$ cat config.mk
export PLATFORM = sky130hd
export DESIGN_NAME = adc_seq
export DESIGN_NICKNAME = d
export VERILOG_FILES = /design/src/rtl/adc_seq.sv
export SDC_FILE = /design/constraint.sdc
export NUM_CORES = 1
export LEC_CHECK = 0
export ABC_AREA = 1
export BUFFER_PORTS_ARGS = -buffer_cell sky130_fd_sc_hd__buf_2
export CORE_MARGIN = 2
export CORE_UTILIZATION = 44
export CTS_BUF_LIST = sky130_fd_sc_hd__clkbuf_16
export DETAILED_ROUTE_END_ITERATION = 16
export GPL_TIMING_DRIVEN = 0
export PLACE_DENSITY = 0.78
export SLEW_MARGIN = 20
export SYNTH_ARGS = -nofsm -noshare
export SYNTH_HDL_FRONTEND = slang
export SYNTH_SLANG_ARGS = --single-unit
$ cat constraint.sdc
create_clock -name clk -period 3.6 [get_ports clk]
set_clock_uncertainty 0.2 [all_clocks]
set_input_delay 0.54 -clock clk [delete_from_list [all_inputs] [get_ports clk]]
set_output_delay 0.54 -clock clk [all_outputs]
set_load 0.01 [all_outputs]
$ cat src/rtl/adc_seq.sv
module adc_seq #(
  parameter int CLK_HZ  = 4_000_000,
  parameter int CONV_US = 519,
  parameter int CHW     = 2
) (
  input  logic           clk,
  input  logic           rst_n,
  input  logic           reg_we,
  input  logic [1:0]     reg_addr,
  input  logic [7:0]     reg_wdata,
  output logic [7:0]     reg_rdata,
  input  logic           presc_chg,
  input  logic [11:0]    adc_result,
  output logic [CHW-1:0] adc_chan,
  output logic           pin0_sgnd,
  output logic           pin1_sgnd,
  output logic           irq
);

  localparam int CYC_RAW = (CLK_HZ / 1000) * CONV_US / 1000;
  localparam int N       = (CYC_RAW < 1) ? 1 : CYC_RAW;
  localparam int CW      = $clog2(N + 1);

  logic           busy, ie, flag, valid;
  logic [CW-1:0]  cnt;
  logic [CHW-1:0] chan_req, chan_act;
  logic [11:0]    res_q;

  wire wr_ctrl   = reg_we && (reg_addr == 2'd0);
  wire wr_chan   = reg_we && (reg_addr == 2'd1);
  wire start_req = wr_ctrl && reg_wdata[0] && !busy;
  wire abort     = busy && presc_chg;
  wire done      = busy && !presc_chg && (cnt == CW'(N - 1));

  always_ff @(posedge clk or negedge rst_n) begin
    if (!rst_n) begin
      busy  <= 1'b0;
      cnt   <= '0;
      valid <= 1'b0;
      res_q <= '0;
    end else if (start_req) begin
      busy  <= 1'b1;
      cnt   <= '0;
      valid <= 1'b0;
    end else if (abort) begin
      busy <= 1'b0;
      cnt  <= '0;
    end else if (done) begin
      busy  <= 1'b0;
      cnt   <= '0;
      valid <= 1'b1;
      res_q <= adc_result;
    end else if (busy) begin
      cnt <= cnt + 1'b1;
    end
  end

  always_ff @(posedge clk or negedge rst_n) begin
    if (!rst_n) begin
      flag     <= 1'b0;
      ie       <= 1'b0;
      chan_req <= '0;
      chan_act <= '0;
    end else begin
      if (done)                         flag <= 1'b1;
      else if (wr_ctrl && reg_wdata[2]) flag <= 1'b0;
      if (wr_ctrl) ie <= reg_wdata[1];
      if (wr_chan) chan_req <= reg_wdata[CHW-1:0];
      if (!busy)   chan_act <= chan_req;
    end
  end

  always_comb begin
    case (reg_addr)
      2'd0:    reg_rdata = {4'b0000, valid, flag, ie, busy};
      2'd1:    reg_rdata = 8'(chan_req);
      2'd2:    reg_rdata = res_q[7:0];
      default: reg_rdata = {4'b0000, res_q[11:8]};
    endcase
  end

  assign adc_chan  = chan_act;
  assign pin1_sgnd = (chan_act == CHW'(0));
  assign pin0_sgnd = (chan_act == CHW'(1));
  assign irq       = flag && ie;

  AST_DONE_SETS_FLAG: assert property (@(posedge clk) disable iff (!rst_n)
    $fell(busy) && !$past(presc_chg) |-> flag && valid);
  AST_CNT_BOUND: assert property (@(posedge clk) disable iff (!rst_n)
    busy |-> cnt < CW'(N));
  AST_INVALID_WHILE_BUSY: assert property (@(posedge clk) disable iff (!rst_n)
    busy |-> !valid);
  AST_ABORT_STOPS: assert property (@(posedge clk) disable iff (!rst_n)
    $past(busy) && $past(presc_chg) |-> !busy && !valid);
  AST_CHAN_DEFER: assert property (@(posedge clk) disable iff (!rst_n)
    !$stable(adc_chan) |-> !$past(busy));
  AST_HIGH_NIBBLE_ZERO: assert property (@(posedge clk) disable iff (!rst_n)
    (reg_addr == 2'd3) |-> reg_rdata[7:4] == 4'h0);

endmodule

==> flow_results.xml <==
<?xml version="1.0" encoding="UTF-8"?>
<metrics>
  <group name="power">
    <metric name="cellPowerDensity" unit="mW/mm^2">470.1</metric>
    <metric name="fin_total_pwr" unit="mW">0.9894</metric>
    <metric name="max-vdd-ir-drop" unit="V">0.0002191</metric>
    <metric name="leakage" unit="nW">1.174</metric>
  </group>
  <group name="critical_path">
    <metric name="timing.critical_path.cells" unit="">buf_2, inv_1, nor2_1, inv_1, nor2_1, buf_2</metric>
    <metric name="cp_slowest_cell" unit="">sky130_fd_sc_hd__nor2_1</metric>
    <metric name="cp_data_arrival_time" unit="ns">1.39</metric>
    <metric name="worst_path_dominant_cell_family" unit="">buffers and inverters</metric>
    <metric name="crit_path_max_fanout" unit="">5</metric>
    <metric name="startpoint_type" unit="">input pin</metric>
    <metric name="slowest_delay" unit="ns">0.27</metric>
    <metric name="path_class" unit="">input pin to output pin</metric>
    <metric name="worst-endpoint-required" unit="ns">2.86</metric>
    <metric name="critPathCaptureType" unit="">output pin</metric>
    <metric name="cp.buffers_inverters" unit="">4</metric>
  </group>
  <group name="routing">
    <metric name="first_iter_violations" unit="">159</metric>
    <metric name="routed-via-count" unit="">1531</metric>
    <metric name="final_antenna_net_count" unit="">0</metric>
    <metric name="drc" unit="">0</metric>
    <metric name="drt-vias-per-instance" unit="">4.799</metric>
    <metric name="routed_wirelength" unit="um">3579</metric>
    <metric name="routedWlPerCell" unit="um">11.22</metric>
    <metric name="drt_pre_antenna_iters" unit="">4</metric>
  </group>
  <group name="cts">
    <metric name="max-clock-path-buffers" unit="">2</metric>
    <metric name="postCtsSetupRepairBufs" unit="">0</metric>
    <metric name="cts.reportedPaths.clkPinSlew" unit="ns">0.05</metric>
    <metric name="ctsRootBufferMaster" unit="">sky130_fd_sc_hd__clkbuf_16</metric>
    <metric name="cts-resized-gates" unit="">0</metric>
    <metric name="cts_inserted_buffers" unit="">5</metric>
    <metric name="clk-insertion-delay-late" unit="ns">0.27</metric>
    <metric name="clock_tree.htree_level_count" unit="">2</metric>
    <metric name="tritoncts" unit="">done</metric>
    <metric name="cts_hold_repair.buffers" unit="">0</metric>
    <metric name="clock_sink_count" unit="">32</metric>
  </group>
  <group name="final_layout">
    <metric name="n_antenna_cell" unit="">0</metric>
    <metric name="design.final.nets" unit="">297</metric>
    <metric name="final_design_area_no_fill" unit="mm^2">0.002105</metric>
    <metric name="synthToLayoutAreaGrowth" unit="%">22.95</metric>
    <metric name="post_route_cells_drive_above_1_share" unit="%">21.77</metric>
  </group>
  <group name="yosys">
    <metric name="synth.top_cell.area_share" unit="%">46.78</metric>
    <metric name="synth_edf_count" unit="">0</metric>
    <metric name="synth_top_cells_by_count" unit="">84 x sky130_fd_sc_hd__nand2_1, 32 x sky130_fd_sc_hd__dfrtp_1, 31 x sky130_fd_sc_hd__nor2_1</metric>
    <metric name="synth_flop_cell" unit="">sky130_fd_sc_hd__dfrtp_1</metric>
    <metric name="yosysWarningCount" unit="">0</metric>
    <metric name="synth.top_cells.by_area" unit="">sky130_fd_sc_hd__dfrtp_1 47%, sky130_fd_sc_hd__nand2_1 18%, sky130_fd_sc_hd__nor2_1 6.8%, sky130_fd_sc_hd__inv_1 6.4%, sky130_fd_sc_hd__nand3_1 3.8%</metric>
    <metric name="post_synth_num_cell_types" unit="">27</metric>
    <metric name="ys_ff_latch" unit="">32</metric>
    <metric name="syn_area_per_cell" unit="um^2">7.442</metric>
    <metric name="most_common_cell_in_the_netlist" unit="">sky130_fd_sc_hd__nand2_1</metric>
    <metric name="top_cell_type_by_total_area_after_synthesis" unit="">sky130_fd_sc_hd__dfrtp_1</metric>
    <metric name="syn_nets" unit="">257</metric>
    <metric name="async_flop_share" unit="%">100.0</metric>
    <metric name="netlist_area" unit="mm^2">0.001712</metric>
    <metric name="gate_count_after_technology_mapping" unit="">230</metric>
    <metric name="ys_seq_area_share" unit="%">46.78</metric>
  </group>
  <group name="global_routing">
    <metric name="global_route.usage.total" unit="%">18.55</metric>
    <metric name="grt_start_max_net_pins" unit="">33</metric>
    <metric name="grt_overflow_total" unit="">0</metric>
    <metric name="met1_track_demand_over_resource" unit="%">23.14</metric>
    <metric name="grt_pass1_vias" unit="">1465</metric>
    <metric name="grt_first_pass_wirelength" unit="um">6189</metric>
    <metric name="grt_antenna_before_repair" unit="">0</metric>
    <metric name="gr-usage-met2" unit="%">31.50</metric>
    <metric name="global_route.peak_usage_layer" unit="">met2</metric>
    <metric name="use_met3" unit="%">3.748</metric>
  </group>
  <group name="min_path">
    <metric name="hold_path_class" unit="">input pin to asynchronous set/reset pin</metric>
  </group>
  <group name="placed_design">
    <metric name="detailed_place.area" unit="mm^2">0.001937</metric>
    <metric name="finalWeightedCongestion" unit="">0.8727</metric>
    <metric name="place_hpwl" unit="um">2621</metric>
    <metric name="place.port_buffers" unit="">33</metric>
  </group>
  <group name="sta">
    <metric name="timing_worst_slew_pin_value" unit="ns">0.6952</metric>
    <metric name="final.period_utilization" unit="%">59.14</metric>
    <metric name="number_of_endpoints_failing_setup_at_the_final_stage" unit="">0</metric>
    <metric name="timing.final.max_slew_violations" unit="">0</metric>
    <metric name="rsz0062_at_grt" unit="">no</metric>
    <metric name="fmax" unit="MHz">469.7</metric>
    <metric name="final_hold_viol_count" unit="">0</metric>
    <metric name="slew_hr" unit="%">53.65</metric>
    <metric name="tns" unit="ns">0</metric>
    <metric name="period_minus_slack" unit="ns">2.129</metric>
  </group>
  <group name="flow_run">
    <metric name="max_cap_violations" unit="">0</metric>
  </group>
  <group name="floorplan">
    <metric name="fp.dieH" unit="um">66.37</metric>
    <metric name="die_width" unit="um">66.37</metric>
    <metric name="die_area" unit="mm^2">0.004405</metric>
    <metric name="fp.coreArea" unit="mm^2">0.003689</metric>
    <metric name="start_util" unit="%">46.40</metric>
    <metric name="placement_row_count" unit="">22</metric>
    <metric name="io-pin-count" unit="">39</metric>
  </group>
  <group name="outcome">
    <metric name="outcome" unit="">completed</metric>
  </group>
</metrics>
[cells by family after synthesis]
kind of cell	share of synthesized area, %
flops	46.78
buf+inv	8.186
simple gates	37.79
compound gates	5.994
fa+ha+maj	0.7309
xor+xnor	0.5118
[stage by stage]
stage          instances  util, %  hold slack [ns]  worst slack (ns)
2_1_floorplan        230        -          0.04441             1.794
3_3_place_gp         311    52.51           0.2658             1.461
3_5_place_dp         311    52.51           0.2703             1.466
4_1_cts              319    57.06           0.1457             1.464
5_1_grt              319    57.06           0.1835             1.371
6_report             319    57.06           0.1086             1.471
[area by class of cell]
class,instances,area (um^2)
Buffer,3,27.53
Clock buffer,5,125.1
Clock inverter,3,42.54
Fill cell,336,1584
Inverter,30,112.6
Multi-Input combinational cell,165,770.7
Sequential cell,32,800.8
Tap cell,48,60.06
Timing Repair Buffer,33,165.2
[flip-flops by register name (all words and copies together), names as in the netlist]
name and count:
cnt 12, res_q 12, adc_chan 2, chan_req 2
busy 1, flag 1, ie 1, valid 1
[layer usage]
| metal | vias to the layer above | wire length, um |
|---|---|---|
| met5 | - | 0 |
| met1 | 707 | 1633 |
| met4 | 0 | 53 |
| li1 | 793 | - |
| met2 | 26 | 1761 |
| met3 | 5 | 131 |
[cell usage in the layout (no fill, tap or decap), types with 4 or more instances in the layout]
cell type and instances:
sky130_fd_sc_hd__nand2_1 84, sky130_fd_sc_hd__buf_2 34, sky130_fd_sc_hd__dfrtp_1 32, sky130_fd_sc_hd__nor2_1 31
sky130_fd_sc_hd__inv_1 29, sky130_fd_sc_hd__nand3_1 13, sky130_fd_sc_hd__a21oi_1 7, sky130_fd_sc_hd__nor2_2 5
sky130_fd_sc_hd__clkbuf_16 5, sky130_fd_sc_hd__o21ai_0 4
[power by group]
part	switching, mW	internal (mW)
Clock	0.151	0.324
Sequential	0.0201	0.383
Combinational	0.0679	0.0428
Total	0.239	0.750
[worst paths after layout]
path | cells past startpoint | slack [ns] | start | end
worst max-delay path | 6 | 1.47 | reg_addr[1] | reg_rdata[6]
worst min-delay path | 1 | 0.11 | rst_n | res_q[2]
worst max register to register | 8 | 1.89 | cnt[0] | cnt[8]
worst min register to register | 2 | 0.28 | res_q[9] | res_q[9]
max in group asynchronous | 1 | 2.64 | rst_n | res_q[4]
min in group clk | 3 | 0.25 | adc_result[0] | res_q[0]
(Power assumes the default switching activity.)
